`config.mk`:
```
export PLATFORM = sky130hd
export DESIGN_NAME = trace_ring_sink
export DESIGN_NICKNAME = d
export VERILOG_FILES = /design/src/rtl/trs_pkg.sv /design/src/rtl/trs_ring_ram.sv /design/src/rtl/trs_regfile.sv /design/src/rtl/trs_capture_ctl.sv /design/src/rtl/trace_ring_sink.sv
export SDC_FILE = /design/constraint.sdc
export NUM_CORES = 1
export LEC_CHECK = 0
export BUFFER_PORTS_ARGS = -buffer_cell sky130_fd_sc_hd__buf_2
export CAP_MARGIN = 20
export CORE_MARGIN = 4
export CORE_UTILIZATION = 60
export DETAILED_ROUTE_END_ITERATION = 10
export MAX_ROUTING_LAYER = met4
export PLACE_DENSITY = 0.77
export SETUP_SLACK_MARGIN = 0.4
export SYNTH_ARGS = -nofsm -noshare
export SYNTH_HDL_FRONTEND = slang
export SYNTH_SLANG_ARGS = --single-unit
```
`constraint.sdc`:
```
create_clock -name clk -period 5.8 [get_ports clk]
set_clock_uncertainty 0.1 [all_clocks]
set_input_delay 0.58 -clock clk [delete_from_list [all_inputs] [get_ports clk]]
set_output_delay 0.58 -clock clk [all_outputs]
set_load 0.01 [all_outputs]
```
`src/rtl/trs_pkg.sv`:
```
package trs_pkg;
  localparam int BUS_W  = 32;
  localparam int ADDR_W = 12;

  // register offsets (byte addresses)
  localparam logic [ADDR_W-1:0] A_FMT_CTRL  = 12'h304;
  localparam logic [ADDR_W-1:0] A_FMT_STAT  = 12'h300;
  localparam logic [ADDR_W-1:0] A_RUN       = 12'h020;
  localparam logic [ADDR_W-1:0] A_POSTTRIG  = 12'h01C;
  localparam logic [ADDR_W-1:0] A_WR_IDX    = 12'h018;
  localparam logic [ADDR_W-1:0] A_RD_IDX    = 12'h014;
  localparam logic [ADDR_W-1:0] A_WR_WIN    = 12'h024;
  localparam logic [ADDR_W-1:0] A_RD_WIN    = 12'h010;
  localparam logic [ADDR_W-1:0] A_FLAGS     = 12'h00C;
  localparam logic [ADDR_W-1:0] A_CAPACITY  = 12'h004;

  // bit positions
  localparam int B_RUN        = 0;
  localparam int B_FULL       = 0;
  localparam int B_FMT_EN     = 0;
  localparam int B_FLUSH      = 6;
  localparam int B_STOP_FLUSH = 12;
  localparam int B_STOP_TRIG  = 13;
  localparam int B_FMT_IDLE   = 1;

  // next position on a ring of the given size
  function automatic int unsigned ring_next(input int unsigned p, input int unsigned size);
    return (p + 1 >= size) ? 0 : p + 1;
  endfunction

  // fold a software-supplied index onto the ring
  function automatic int unsigned ring_load(input int unsigned v, input int unsigned size);
    return v % size;
  endfunction
endpackage

```
`src/rtl/trs_ring_ram.sv`:
```
module trs_ring_ram #(
  parameter int DEPTH = 32,
  parameter int W     = 32,
  localparam int PW   = (DEPTH > 1) ? $clog2(DEPTH) : 1
) (
  input  logic          clk,
  input  logic          we,
  input  logic [PW-1:0] waddr,
  input  logic [W-1:0]  wdata,
  input  logic [PW-1:0] raddr,
  output logic [W-1:0]  rdata
);
  logic [W-1:0] mem [DEPTH];

  always_ff @(posedge clk) begin
    if (we) mem[waddr] <= wdata;
  end

  assign rdata = mem[raddr];
endmodule

```
`src/rtl/trs_regfile.sv`:
```
module trs_regfile
  import trs_pkg::*;
#(
  parameter int DEPTH = 32,
  parameter int CNT_W = 16,
  localparam int PW   = (DEPTH > 1) ? $clog2(DEPTH) : 1
) (
  input  logic              clk,
  input  logic              rst_n,
  input  logic              bus_sel,
  input  logic              bus_wr,
  input  logic [ADDR_W-1:0] bus_addr,
  input  logic [BUS_W-1:0]  bus_wdata,
  output logic [BUS_W-1:0]  bus_rdata,
  // decoded strobes
  output logic              wr_data_stb,
  output logic              rd_data_stb,
  output logic              wr_wptr_stb,
  output logic              wr_rptr_stb,
  output logic              flush_req,
  output logic              cap_rise,
  // configuration
  output logic              cap_en,
  output logic [CNT_W-1:0]  trig_count,
  output logic              stop_on_flush,
  output logic              stop_on_trig,
  // readback sources
  input  logic [BUS_W-1:0]  ram_q,
  input  logic [PW-1:0]     rd_ptr,
  input  logic [PW-1:0]     wr_ptr,
  input  logic              full,
  input  logic              flush_busy,
  input  logic              fmt_idle
);
  logic wr_acc, rd_acc;
  logic fmt_en;
  logic unused_wdata;

  assign wr_acc = bus_sel &  bus_wr;
  assign rd_acc = bus_sel & ~bus_wr;
  assign unused_wdata = ^bus_wdata;

  assign wr_data_stb = wr_acc && (bus_addr == A_WR_WIN);
  assign wr_wptr_stb = wr_acc && (bus_addr == A_WR_IDX);
  assign wr_rptr_stb = wr_acc && (bus_addr == A_RD_IDX);
  assign rd_data_stb = rd_acc && (bus_addr == A_RD_WIN);
  assign flush_req   = wr_acc && (bus_addr == A_FMT_CTRL) && bus_wdata[B_FLUSH];
  assign cap_rise    = wr_acc && (bus_addr == A_RUN) && bus_wdata[B_RUN] && !cap_en;

  always_ff @(posedge clk or negedge rst_n) begin
    if (!rst_n) begin
      cap_en        <= 1'b0;
      trig_count    <= '0;
      fmt_en        <= 1'b0;
      stop_on_flush <= 1'b0;
      stop_on_trig  <= 1'b0;
    end else if (wr_acc) begin
      unique case (bus_addr)
        A_RUN:      cap_en     <= bus_wdata[B_RUN];
        A_POSTTRIG: trig_count <= bus_wdata[CNT_W-1:0];
        A_FMT_CTRL: begin
          fmt_en        <= bus_wdata[B_FMT_EN];
          stop_on_flush <= bus_wdata[B_STOP_FLUSH];
          stop_on_trig  <= bus_wdata[B_STOP_TRIG];
        end
        default: ;
      endcase
    end
  end

  always_comb begin
    bus_rdata = '0;
    if (rd_acc) begin
      unique case (bus_addr)
        A_CAPACITY: bus_rdata = BUS_W'(DEPTH) & 32'h7FFF_FFFF;
        A_FLAGS:    bus_rdata[B_FULL] = full;
        A_RD_WIN:   bus_rdata = ram_q;
        A_RD_IDX:   bus_rdata[PW-1:0] = rd_ptr;
        A_WR_IDX:   bus_rdata[PW-1:0] = wr_ptr;
        A_POSTTRIG: bus_rdata[CNT_W-1:0] = trig_count;
        A_RUN:      bus_rdata[B_RUN] = cap_en;
        A_FMT_STAT: bus_rdata[B_FMT_IDLE] = fmt_idle;
        A_FMT_CTRL: begin
          bus_rdata[B_FMT_EN]     = fmt_en;
          bus_rdata[B_FLUSH]      = flush_busy;
          bus_rdata[B_STOP_FLUSH] = stop_on_flush;
          bus_rdata[B_STOP_TRIG]  = stop_on_trig;
        end
        default: bus_rdata = '0;
      endcase
    end
  end
endmodule

```
`src/rtl/trs_capture_ctl.sv`:
```
module trs_capture_ctl #(
  parameter int CNT_W     = 16,
  parameter int FLUSH_LAT = 4,
  localparam int FW       = (FLUSH_LAT > 1) ? $clog2(FLUSH_LAT) : 1
) (
  input  logic             clk,
  input  logic             rst_n,
  input  logic             cap_en,
  input  logic             cap_rise,
  input  logic             stop_on_trig,
  input  logic             stop_on_flush,
  input  logic [CNT_W-1:0] trig_count,
  input  logic             trig_in,
  input  logic             beat,
  input  logic             flush_req,
  output logic             accept_ok,
  output logic             stopped,
  output logic             armed,
  output logic [CNT_W-1:0] words_left,
  output logic             flush_busy,
  output logic             flush_done
);
  logic [FW-1:0] flush_cnt;
  logic          count_spent;
  logic          trig_hit;

  assign count_spent = armed && (words_left == '0);
  assign accept_ok   = cap_en && !stopped && !count_spent;
  assign trig_hit    = trig_in && cap_en && !stopped && stop_on_trig && !armed;
  assign flush_done  = flush_busy && (flush_cnt == '0);

  // flush handshake: busy for FLUSH_LAT cycles, then self-clears
  always_ff @(posedge clk or negedge rst_n) begin
    if (!rst_n) begin
      flush_busy <= 1'b0;
      flush_cnt  <= '0;
    end else if (flush_busy) begin
      if (flush_done) flush_busy <= 1'b0;
      else            flush_cnt  <= flush_cnt - 1'b1;
    end else if (flush_req) begin
      flush_busy <= 1'b1;
      flush_cnt  <= FW'(FLUSH_LAT - 1);
    end
  end

  // trigger arming and post-trigger countdown
  always_ff @(posedge clk or negedge rst_n) begin
    if (!rst_n) begin
      armed      <= 1'b0;
      words_left <= '0;
    end else if (cap_rise) begin
      armed      <= 1'b0;
      words_left <= '0;
    end else if (trig_hit) begin
      armed      <= 1'b1;
      words_left <= trig_count;
    end else if (armed && beat && (words_left != '0)) begin
      words_left <= words_left - 1'b1;
    end
  end

  // stop state
  always_ff @(posedge clk or negedge rst_n) begin
    if (!rst_n)                           stopped <= 1'b0;
    else if (cap_rise)                    stopped <= 1'b0;
    else if (flush_done && stop_on_flush) stopped <= 1'b1;
    else if (count_spent && cap_en)       stopped <= 1'b1;
  end
endmodule

```
`src/rtl/trace_ring_sink.sv`:
```
module trace_ring_sink
  import trs_pkg::*;
#(
  parameter int DEPTH     = 32,
  parameter int CNT_W     = 16,
  parameter int FLUSH_LAT = 4,
  localparam int PW       = (DEPTH > 1) ? $clog2(DEPTH) : 1
) (
  input  logic              clk,
  input  logic              rst_n,
  input  logic              bus_sel,
  input  logic              bus_wr,
  input  logic [ADDR_W-1:0] bus_addr,
  input  logic [BUS_W-1:0]  bus_wdata,
  output logic [BUS_W-1:0]  bus_rdata,
  input  logic              tr_valid,
  output logic              tr_ready,
  input  logic [BUS_W-1:0]  tr_data,
  input  logic              trig_in
);
  logic             wr_data_stb, rd_data_stb, wr_wptr_stb, wr_rptr_stb;
  logic             flush_req, cap_rise, cap_en;
  logic [CNT_W-1:0] trig_count, words_left;
  logic             stop_on_flush, stop_on_trig;
  logic             accept_ok, stopped, armed, flush_busy, flush_done;
  logic             fmt_idle, beat, ram_we, wrap_hit;
  logic [PW-1:0]    wr_ptr, rd_ptr, wr_ptr_nx, rd_ptr_nx, idx_load;
  logic [BUS_W-1:0] ram_d, ram_q;
  logic             full;

  trs_regfile #(.DEPTH(DEPTH), .CNT_W(CNT_W)) u_regs (
    .clk, .rst_n, .bus_sel, .bus_wr, .bus_addr, .bus_wdata, .bus_rdata,
    .wr_data_stb, .rd_data_stb, .wr_wptr_stb, .wr_rptr_stb,
    .flush_req, .cap_rise, .cap_en, .trig_count, .stop_on_flush, .stop_on_trig,
    .ram_q, .rd_ptr, .wr_ptr, .full, .flush_busy, .fmt_idle
  );

  trs_capture_ctl #(.CNT_W(CNT_W), .FLUSH_LAT(FLUSH_LAT)) u_ctl (
    .clk, .rst_n, .cap_en, .cap_rise, .stop_on_trig, .stop_on_flush,
    .trig_count, .trig_in, .beat, .flush_req,
    .accept_ok, .stopped, .armed, .words_left, .flush_busy, .flush_done
  );

  trs_ring_ram #(.DEPTH(DEPTH), .W(BUS_W)) u_ram (
    .clk, .we(ram_we), .waddr(wr_ptr), .wdata(ram_d), .raddr(rd_ptr), .rdata(ram_q)
  );

  // stream side: bus writes that move the write pointer take the cycle
  assign tr_ready  = accept_ok && !wr_data_stb && !wr_wptr_stb;
  assign beat      = tr_valid && tr_ready;
  assign ram_we    = beat || wr_data_stb;
  assign ram_d     = wr_data_stb ? bus_wdata : tr_data;
  assign wrap_hit  = beat && (int'(wr_ptr) == DEPTH - 1);
  assign fmt_idle  = (!cap_en || stopped) && !flush_busy;

  assign wr_ptr_nx = PW'(ring_next(int'(wr_ptr), DEPTH));
  assign rd_ptr_nx = PW'(ring_next(int'(rd_ptr), DEPTH));
  assign idx_load  = PW'(ring_load(bus_wdata, DEPTH));

  always_ff @(posedge clk or negedge rst_n) begin
    if (!rst_n) begin
      wr_ptr <= '0;
      full   <= 1'b0;
    end else if (wr_wptr_stb) begin
      wr_ptr <= idx_load;
      full   <= 1'b0;
    end else begin
      if (ram_we)   wr_ptr <= wr_ptr_nx;
      if (wrap_hit) full   <= 1'b1;
    end
  end

  always_ff @(posedge clk or negedge rst_n) begin
    if (!rst_n)           rd_ptr <= '0;
    else if (wr_rptr_stb) rd_ptr <= idx_load;
    else if (rd_data_stb) rd_ptr <= rd_ptr_nx;
  end
endmodule

```
# Yosys cells after proc, flatten, opt, wreduce, memory -nomap -nowiden
# Memories as Yosys holds them, arrays and structs flattened.
# Cells that the tools add are included.
[word_totals] elab_cells=119 reg_bits=52 inputBits=82 memories=1 output_inout_bits=33 ramBits=1024
[mem_list] name="u_ram.mem" words=32 word_bits=32 read_ports=1 rd_clocked_by_memory_dff=0 write_ports=1 line="trs_ring_ram.sv:13" rtl="logic [W-1:0] mem [DEPTH];"
[classes] n_lt_le_gt_ge=2 reduce_logical=49 n_bitwise=3 add_sub_neg=4 n_eq_ne=12 mux=35
[ops] cell="2-to-1 mux 16 bit" count=4
[ops] cell="2-to-1 mux 32 bit" count=2
[ops] cell="== test 12 x 5 -> 1 bit (second input constant)" count=4
[ops] cell="2-to-1 mux 5 bit" count=6
[ops] cell="logical AND 1 bit" count=26
[ops] cell="== test 12 x 10 -> 1 bit (second input constant)" count=2
[ops] cell="== test 12 x 6 -> 1 bit (second input constant)" count=2
[ops] cell="zero test 16 bit" count=1
[ops] cell="nonzero test 16 bit" count=1
[ops] cell="subtractor 16 x 1 -> 16 bit (second input constant)" count=1
[ops] cell="adder 5 x 1 -> 6 bit (second input constant)" count=2
[ops] cell="== test 12 x 3 -> 1 bit (second input constant)" count=1
[ops] cell="== test 12 x 4 -> 1 bit (second input constant)" count=1
[ops] cell="greater-or-equal comparator 6 bit (second input constant)" count=2
[ops] cell="2-to-1 mux 1 bit" count=12
[ops] cell="one-hot mux 3 bit (4 select lines)" count=1
[ops] cell="one-hot mux 5 bit (2 select lines)" count=1
[ops] cell="nonzero test 2 bit" count=5
[ops] cell="AND reduction 2 bit" count=4
[ops] cell="zero test 1 bit" count=7
[ops] cell="one-hot mux 1 bit (7 select lines)" count=1
[ops] cell="2-to-1 mux 2 bit" count=3
[ops] cell="one-hot mux 1 bit (3 select lines)" count=2
[ops] cell="one-hot mux 2 bit (3 select lines)" count=1
[ops] cell="10 further kinds" count=13

# Longest topological paths before layout
# Gate-level depths: netlist of the first run.
[depth] depth_word=12 depth_mapped=11 ltp_nobuf=8

# Cells and area by module
# From an unflattened synthesis of the first run, not the netlist that was laid out.
[hier_totals] cells_unflattened=2619 hier_area_um2=43658.1
[modules_own_cells] mod="trs_ring_ram" instances=1 cells_per_inst=2228 seq_area_each_um2=30749.5 area_per_inst_um2=39844.5
[modules_own_cells] mod="trs_regfile" instances=1 cells_per_inst=138 seq_area_each_um2=500.5 area_per_inst_um2=1457.6
[modules_own_cells] mod="trs_capture_ctl" instances=1 cells_per_inst=146 seq_area_each_um2=525.5 area_per_inst_um2=1313.8
[modules_own_cells] mod="trace_ring_sink" instances=1 cells_per_inst=107 seq_area_each_um2=275.3 area_per_inst_um2=1042.2

# Worst setup path after synthesis of the first run
# OpenSTA, ideal clock, no wires.
[synth_timing] path_type="input to register" startpoint="in bus_addr[9]" endpoint="mem u_ram.mem[12][0] (enable)" stages=7 arrival_ps=4076 required_ps=5239 setup_slack_ps=1163 path_buffers=1 setup_ps=461 cell_sequence="nor4_4 nand2_1 or3_1 buf_2 o21ai_2 nand2_2 nor3_1"
[synth_via] elab_chain_cells=9 elab_cells_between_ends=12
[synth_lines] item="start, declared" line="trace_ring_sink.sv:13" rtl="input logic [ADDR_W-1:0] bus_addr,"
[synth_lines] item="== test 12 x 6 -> 1 bit" line="trs_regfile.sv:43" rtl="assign wr_data_stb = wr_acc && (bus_addr == A_WR_WIN);"
[synth_lines] item="logical AND 1 bit" line="trs_regfile.sv:43"
[synth_lines] item="zero test 1 bit" line="trace_ring_sink.sv:49" rtl="assign tr_ready = accept_ok && !wr_data_stb && !wr_wptr_stb;"
[synth_lines] item="logical AND 1 bit (2 in series)" line="trace_ring_sink.sv:49"
[synth_lines] item="logical AND 1 bit" line="trace_ring_sink.sv:50" rtl="assign beat = tr_valid && tr_ready;"
[synth_lines] item="logical OR 1 bit *" line="trace_ring_sink.sv:51" rtl="assign ram_we = beat || wr_data_stb;"
[synth_lines] item="2-to-1 mux 1 bit *" line="trs_ring_ram.sv:16" rtl="if (we) mem[waddr] <= wdata;"
[synth_lines] item="2-to-1 mux 1 bit (not written as such) *" line="trs_ring_ram.sv:16"
[synth_lines] item="end, declared" line="trs_ring_ram.sv:13"
# Every way passes the cells marked *; elsewhere a longest branch is shown, timed or not.

# Final worst setup path of the first run
[layout_timing] startpoint="reg rd_ptr[0]" endpoint="out bus_rdata[5]"
[layout_via] elab_chain_cells=3
[layout_lines] item="start, declared" line="trace_ring_sink.sv:27" rtl="logic [PW-1:0] wr_ptr, rd_ptr, wr_ptr_nx, rd_ptr_nx, idx_load;"
[layout_lines] item="start signal, assigned" line="trace_ring_sink.sv:75" rtl="else if (wr_rptr_stb) rd_ptr <= idx_load;"
[layout_lines] item="start signal, assigned" line="trace_ring_sink.sv:76" rtl="else if (rd_data_stb) rd_ptr <= rd_ptr_nx;"
[layout_lines] item="memory read (32 x 32 bit)"
[layout_lines] item="one-hot mux 1 bit (3 select lines)" line="trs_regfile.sv:74" rtl="unique case (bus_addr)"
[layout_lines] item="2-to-1 mux 32 bit" line="trs_regfile.sv:73" rtl="if (rd_acc) begin"
[layout_lines] item="end, declared" line="trace_ring_sink.sv:15" rtl="output logic [BUS_W-1:0] bus_rdata,"
# Every way passes these cells.

==> results of run 1 <==
==> state kept, by name (all words and copies together) (netlist names) <==
register,flops
u_ram.mem,1024
u_regs.stop_on_trig,1
u_ctl.stopped,1
u_ctl.flush_cnt,2
u_regs.fmt_en,1
full,1
u_ctl.flush_busy,1
u_regs.cap_en,1
u_ctl.armed,1
rd_ptr,5
u_ctl.words_left,16
u_regs.trig_count,16
u_regs.stop_on_flush,1
wr_ptr,5
==> final cells by class <==
| class | count | area, um2 | share of cell area [%] |
|---|---|---|---|
| inverters | 13 | 48.8 | 0.102 |
| clock buffers | 125 | 2680 | 5.58 |
| multi-input cells | 833 | 10200 | 21.2 |
| well taps | 940 | 1180 | 2.45 |
| flip-flops and latches | 1076 | 32100 | 66.8 |
| repair buffers | 179 | 1200 | 2.50 |
| clock inverters | 65 | 679 | 1.41 |
| diodes | 1 | 2.50 | 0.00521 |
==> placed cells by master, fill, tap and decap left out, types with 16 or more instances in the layout <==
master and n:
edfxtp_1 1024, mux4_2 256, buf_2 114, clkbuf_16 104, mux2i_1 83, nand2_1 54
buf_4 53, mux2_2 48, dfrtp_1 47, nor2_1 43, a21oi_1 29, nor2_4 29
a22oi_1 29, o21ai_0 24, nand3_1 23, a211oi_1 21, clkbuf_1 21, clkinv_1 19
a22o_1 18, clkinv_2 17, o22ai_1 16
==> power by group <==
part | total (W) | switching (W) | internal [W]
logic | 0.000215 | 0.000161 | 0.0000539
registers | 0.00850 | 0.00000302 | 0.00850
clock network | 0.00670 | 0.00293 | 0.00377
==> layer usage <==
metal | wire length [um] | part of all wire, % | vias up | track usage [%]
li1 | - | - | 8851 | -
met1 | 40300 | 38 | 11618 | 41.0
met2 | 51400 | 49 | 1501 | 45.1
met3 | 10500 | 10 | 235 | 5.06
met4 | 3380 | 3.2 | 0 | 9.55
met5 | 0 | 0 | - | -
==> how the worst max path moves through the flow <==
stage	from	to	slack, ns	cells past startpoint
2_1_floorplan	bus_addr[9]	u_ram.mem[12][0]$_DFFE_PP_	1.16	7
3_3_place_gp	bus_addr[9]	u_ram.mem[3][22]$_DFFE_PP_	1.75	7
3_5_place_dp	bus_addr[1]	u_ram.mem[7][13]$_DFFE_PP_	1.67	8
4_1_cts	rd_ptr[0]$_DFFE_PN0P_	bus_rdata[5]	1.01	7
5_1_grt	rd_ptr[0]$_DFFE_PN0P_	bus_rdata[5]	0.79	7
6_report	rd_ptr[0]$_DFFE_PN0P_	bus_rdata[5]	1.01	7
==> logic make-up (layout without fill, tap and decap cells) <==
family                   Yosys count  count (layout)  share of synthesized area [%]
AO/OA/AOI/OAI                    183             183                           2.99
XOR/XNOR                          15              15                          0.308
flip-flops                      1076            1076                           75.2
adder cells (fa/ha/maj)            9               9                          0.264
AND/OR/NAND/NOR                  229             229                           2.72
multiplexers                     397             397                           17.0
buffers and inverters            119             382                           1.48
other                              0               1                              0
==> metrics by stage <==
stage / utilization [%] / total power, W / worst slack [ns] / area (um2)
floorplan: - / 0.00877 / 1.16 / 42600
global placement: 63.5 / 0.00887 / 1.75 / 44600
detailed placement: 63.5 / 0.00888 / 1.67 / 44600
CTS: 68.3 / 0.0155 / 1.01 / 48000
global route: 68.3 / 0.0158 / 0.786 / 48000
finish: 68.3 / 0.0154 / 1.01 / 48000
==> impl_metrics.json, run 1 <==
{
  "outcome": "completed",
  "worst_pin_slew_ns": 1.15,
  "die_width_um": 274,
  "grt_max_degree": 111,
  "portBuffers": 114,
  "crit_type": "flip-flop to output port",
  "finalHoldViolations": 0,
  "clkSlewWorstSetupHoldPaths_ns": 0.06,
  "yosysTopAreaCellShare_pct": 72.2,
  "drt_iter0_drc": 3182,
  "max_clock_freq_ghz": 0.209,
  "clockBufferDepth": 3,
  "worst_hold_slack_ns": 0.0437,
  "ys.flop_type": "edfxtp_1",
  "crit_required_ns": 5.12,
  "tns_ns": 0,
  "synth_edf_count": 1024,
  "dr_total_vias": 22205,
  "drc": 0,
  "n_fill_cell": 4200,
  "synth_common_cells": "1024 x edfxtp_1, 256 x mux4_2, 83 x mux2i_1, 72 x nor2_1, 54 x nand2_1",
  "crit_buf_inv": 2,
  "synth-seq-cells": 1076,
  "hp-class": "input pin to flip-flop",
  "rr_startpoint": "u_ctl.words_left[0]$_DFFE_PN0P_",
  "post_cts_buffers": 0,
  "slew_headroom_pct": 23.0,
  "die_h_um": 274,
  "rsz0062_at_grt": "false",
  "period_needed_ns": 4.79,
  "avgSynthCellArea_um2": 21.0,
  "cp_data_arrival_time_ns": 4.11,
  "die_area_um2": 75300,
  "track_usage_pct": 29.3,
  "worst-path-max-fanout": 52,
  "htree_num_levels": 3,
  "dp_cells": 3040,
  "grt_pass1_vias": 22451,
  "nNetsFinal": 2298,
  "peakVddDrop_uv": 280,
  "worst_path_max_delay_cell": "dfrtp_4",
  "synth_area_leaders": "edfxtp_1 72%, mux4_2 14%, dfrtp_1 3.1%",
  "first_pass_iters": 6,
  "post_cts_resized": 0,
  "path_cells": "buf_12 > mux4_2 > o2111ai_1 > nand3_1 > a211oi_1 > o22ai_1 > buf_2",
  "p_leak_nw": 14.9,
  "maxSlewViolCount": 0,
  "max_cap_viol_count": 0,
  "cts_hold_buf": 1,
  "synth_largest_area_cell": "edfxtp_1",
  "yosys_warnings": 0,
  "hp-start": "bus_wdata[5]",
  "async_flop_share_pct": 4.83,
  "endpoint_kind": "output port",
  "power_per_cell_area_nw_per_um2": 321,
  "cts_root_buf": "clkbuf_16",
  "seq_area_frac_synth_pct": 75.2,
  "clkLatencyLatePin_ns": 0.68,
  "cts_tree": "yes",
  "fp.coreArea_um2": 70300,
  "start_util_pct": 60.6,
  "finalNonFillerCells": 3232,
  "io_pins": 115,
  "period_share_pct": 82.6,
  "min_path_cells": 2,
  "grt_antenna_before_repair": 2,
  "startpoint_type": "flip-flop",
  "synth.most_common_cell": "edfxtp_1",
  "wl_per_cell_um": 32.7,
  "syn-num-nets": 2119,
  "overflow": 0,
  "rr_worst_depth": 9,
  "regToRegSetupSlack_ns": 1.88,
  "drive_gt1_share_pct": 30.2,
  "synthCells": 2028,
  "place_hpwl_um": 58800,
  "cts_buffers": 104,
  "cp_top_family": "compound AO/OA/AOI/OAI gates",
  "synth_area_um2": 42600,
  "globalplace.congestion": 0.895,
  "setup_viol": 0,
  "r2r_end": "u_ram.mem[7][6]$_DFFE_PP_",
  "drt-total-wl_um": 106000,
  "ant_nets": 0,
  "critPathMaxStageDelay_ns": 0.96,
  "syn_to_final_growth_pct": 12.7,
  "yosys.cell_types.count": 63,
  "grt_pass1_wl_um": 154000,
  "vias_per_cell": 6.87,
  "cts_sinks": 1076,
  "hold_end": "u_regs.trig_count[5]$_DFFE_PN0P_",
  "row_count": 97
}
Note: power is estimated with default switching activity, not from simulation.
==> inputs of run 2 (changes only) <==
--- a/config.mk
+++ b/config.mk
@@ -5,13 +5,14 @@
 export SDC_FILE = /design/constraint.sdc
 export NUM_CORES = 1
 export LEC_CHECK = 0
+export ABC_AREA = 1
 export BUFFER_PORTS_ARGS = -buffer_cell sky130_fd_sc_hd__buf_2
 export CAP_MARGIN = 20
 export CORE_MARGIN = 4
-export CORE_UTILIZATION = 60
+export CORE_UTILIZATION = 56
 export DETAILED_ROUTE_END_ITERATION = 10
 export MAX_ROUTING_LAYER = met4
-export PLACE_DENSITY = 0.77
+export PLACE_DENSITY = 0.76
 export SETUP_SLACK_MARGIN = 0.4
 export SYNTH_ARGS = -nofsm -noshare
 export SYNTH_HDL_FRONTEND = slang
==> constraint.sdc (replaced) <==
create_clock -name clk -period 4.1 [get_ports clk]
set_clock_uncertainty 0.1 [all_clocks]
set_input_delay 0.41 -clock clk [delete_from_list [all_inputs] [get_ports clk]]
set_output_delay 0.41 -clock clk [all_outputs]
set_load 0.01 [all_outputs]
==> impl_metrics.json, run 2 <==
{
  "grt_max_degree": 125,
  "grt_antenna_before_repair": 0,
  "endpoint_kind": "output port",
  "avgSynthCellArea_um2": 11.6,
  "synth.most_common_cell": "edfxtp_1",
  "fin_area_um2": 50500,
  "critPathMostFrequentCell": "nand2_1",
  "die_h_um": 291,
  "cp_data_arrival_time_ns": 3.12,
  "p_leak_nw": 17.4,
  "synth-seq-cells": 1076,
  "grt_pass1_vias": 30410,
  "cts_sinks": 1076,
  "crit_buf_inv": 3,
  "period_needed_ns": 3.63,
  "dpl-instance-area_um2": 46900,
  "synth_common_cells": "1024 x edfxtp_1, 685 x nor2_1, 660 x nand2_1, 413 x o21ai_0, 354 x nand3_1",
  "worst-path-max-fanout": 22,
  "drt-total-wl_um": 126000,
  "power_per_cell_area_nw_per_um2": 428,
  "crit_type": "flip-flop to output port",
  "seq_area_frac_synth_pct": 71.6,
  "cts_root_buf": "clkbuf_16",
  "track_usage_pct": 29.9,
  "htree_num_levels": 3,
  "critPathMaxStageDelay_ns": 0.65,
  "outcome": "completed",
  "synth_largest_area_cell": "edfxtp_1",
  "die_width_um": 291,
  "max_cap_viol_count": 0,
  "ant_nets": 0,
  "period_share_pct": 88.6,
  "io_pins": 115,
  "rsz0062_at_grt": "true",
  "synth_area_um2": 44800,
  "globalplace.congestion": 0.942,
  "clockBufferDepth": 3,
  "path_cells": "nand2_1 > inv_4 > buf_4 > nand3_1 > nand2_1 > a21oi_1 > nand2_1 > nand3_1 > a21oi_1 > buf_2",
  "cp_top_family": "buffers and inverters",
  "worst_path_max_delay_cell": "dfrtp_4",
  "cts_buffers": 102,
  "cp-startpoint": "rd_ptr[2]$_DFFE_PN0P_",
  "maxSlewViolCount": 0,
  "clkLatencyLatePin_ns": 0.68,
  "diodes": 0,
  "mostFrequentLayoutCell": "edfxtp_1",
  "regMostFlops": "u_ram.mem",
  "layout_setup_ws_ns": 0.467,
  "wl_per_cell_um": 24.7,
  "pre_cts_ws_ns": 0.738,
  "startpoint_type": "flip-flop",
  "worst_hold_slack_ns": 0.0264,
  "yosys_warnings": 0,
  "syn_to_final_growth_pct": 12.9,
  "syn-num-nets": 3937,
  "crit_required_ns": 3.59,
  "rr_startpoint": "u_regs.cap_en$_DFFE_PN0P_",
  "synth_area_leaders": "edfxtp_1 69%, nor2_1 5.7%, nand2_1 5.5%",
  "max_clock_freq_ghz": 0.275,
  "drive_gt1_share_pct": 12.0,
  "worst_pin_slew_ns": 1.17,
  "async_flop_share_pct": 4.83,
  "hp-class": "input pin to flip-flop",
  "place_hpwl_um": 72500,
  "tns_ns": 0,
  "drc": 0,
  "yosysTopAreaCellShare_pct": 68.7,
  "grt_pass1_wl_um": 186000,
  "slew_headroom_pct": 21.7,
  "largest_register_ffs": 1024,
  "cts_tree": "yes",
  "vias_per_cell": 6.24,
  "overflow": 0,
  "drt_iter0_drc": 4816,
  "synth_edf_count": 1024,
  "row_count": 103,
  "top_regs": "u_ram.mem (1024), u_ctl.words_left (16), u_regs.trig_count (16)",
  "finalHoldViolations": 0,
  "dr_total_vias": 31784,
  "ys.flop_type": "edfxtp_1",
  "synthCells": 3846,
  "hp-start": "tr_valid",
  "peakVddDrop_uv": 377,
  "portBuffers": 114,
  "setup_viol": 0,
  "die_area_um2": 84600,
  "nNetsFinal": 4057,
  "start_util_pct": 56.6,
  "first_pass_iters": 7,
  "fp.coreArea_um2": 79100,
  "final_cell_mix": "1024 x edfxtp_1, 660 x nand2_1, 650 x nor2_1",
  "clkSlewWorstSetupHoldPaths_ns": 0.06,
  "yosys.cell_types.count": 47
}
-- run 2: changes by cell type in the layout (fill, tap and decap cells not counted), moves of 42 or more --
| cell | change |
|---|---|
| nor2_1 | +607 |
| nand2_1 | +606 |
| o21ai_0 | +373 |
| nand3_1 | +331 |
| mux4_2 | -256 |
| mux2i_1 | -83 |
| inv_1 | +72 |
| o22ai_1 | +65 |
| a21oi_1 | +42 |
-- run 2: worst register-to-register path: stages (launching register included) --
cell     delay, ns
dfrtp_1       0.54
nand2_1       0.14
inv_1         0.11
nand2_1       0.09
nor2_4        0.20
nand3_4       0.14
nand2_2       0.16
nand2_2       0.28
nor2_4        0.67
buf_12        0.27
-- run 2: cell families (layout without fill, tap and decap cells) --
family / Yosys count / in the layout / synth area share (%)
and+or+nand+nor: 1759 / 1759 / 16.3
DFF: 1076 / 1076 / 71.6
AOI/OAI and AO/OA: 655 / 655 / 7.87
buffers and inverters: 326 / 527 / 3.51
muxes: 16 / 16 / 0.402
adders and majority gates: 9 / 9 / 0.251
xor gates and xnor gates: 5 / 5 / 0.0978
-- run 2: power breakdown --
part           internal, W  switching [W]  leakage, nW  total, W
clock              0.00506        0.00404         1.55   0.00909
sequential          0.0120     0.00000246         9.88    0.0120
combinational     0.000115       0.000369         6.02  0.000484
-- run 2: per-stage QoR --
| step | instances | total power [W] | utilization [%] |
|---|---|---|---|
| after floorplan | 3846 | 0.0125 | - |
| after global placement | 4883 | 0.0127 | 59.3 |
| after detailed placement | 4883 | 0.0127 | 59.3 |
| after CTS | 5092 | 0.0216 | 63.8 |
| after global routing | 5097 | 0.0222 | 63.9 |
| final | 5097 | 0.0216 | 63.9 |
-- run 2: worst paths after layout --
check | end | slack, ns | depth (start not counted)
worst max-delay path | bus_rdata[9] | 0.47 | 10
worst min-delay path | full$_DFFE_PN0P_ | 0.03 | 3
worst max register to register | u_ram.mem[25][26]$_DFFE_PP_ | 1.11 | 9
worst min register to register | u_regs.trig_count[3]$_DFFE_PN0P_ | 0.39 | 2
max in group asynchronous | u_ctl.words_left[3]$_DFFE_PN0P_ | 2.83 | 3
min in group asynchronous | wr_ptr[1]$_DFFE_PN0P_ | 0.32 | 2
-- run 2: routing by layer --
metal | part of all wire (%) | wire length (um) | track usage, % | vias to the layer above
met4 | 5.2 | 6550 | 13.4 | 0
met5 | 0 | 0 | - | -
li1 | - | - | - | 13879
met3 | 11 | 14300 | 5.12 | 402
met1 | 35 | 44300 | 38.1 | 15289
met2 | 48 | 60700 | 47.5 | 2214
-- run 2: what timing repair did --
item,4_1_cts,5_1_grt
buffers inserted,6,5
setup endpoints to repair,32,17
gates resized for setup,8,8
hold buffers,13,0
hold endpoints to repair,52,0
gates cloned,5,0
-- run 2: area by class of cell --
class,count,area (um2)
Timing Repair inverter,2,17.5
Sequential cell,1076,32100
Fill cell,5730,28600
Clock inverter,53,526
Timing Repair Buffer,247,2060
Multi-Input combinational cell,2444,11500
Tap cell,1050,1310
Clock buffer,132,2670
Inverter,93,394
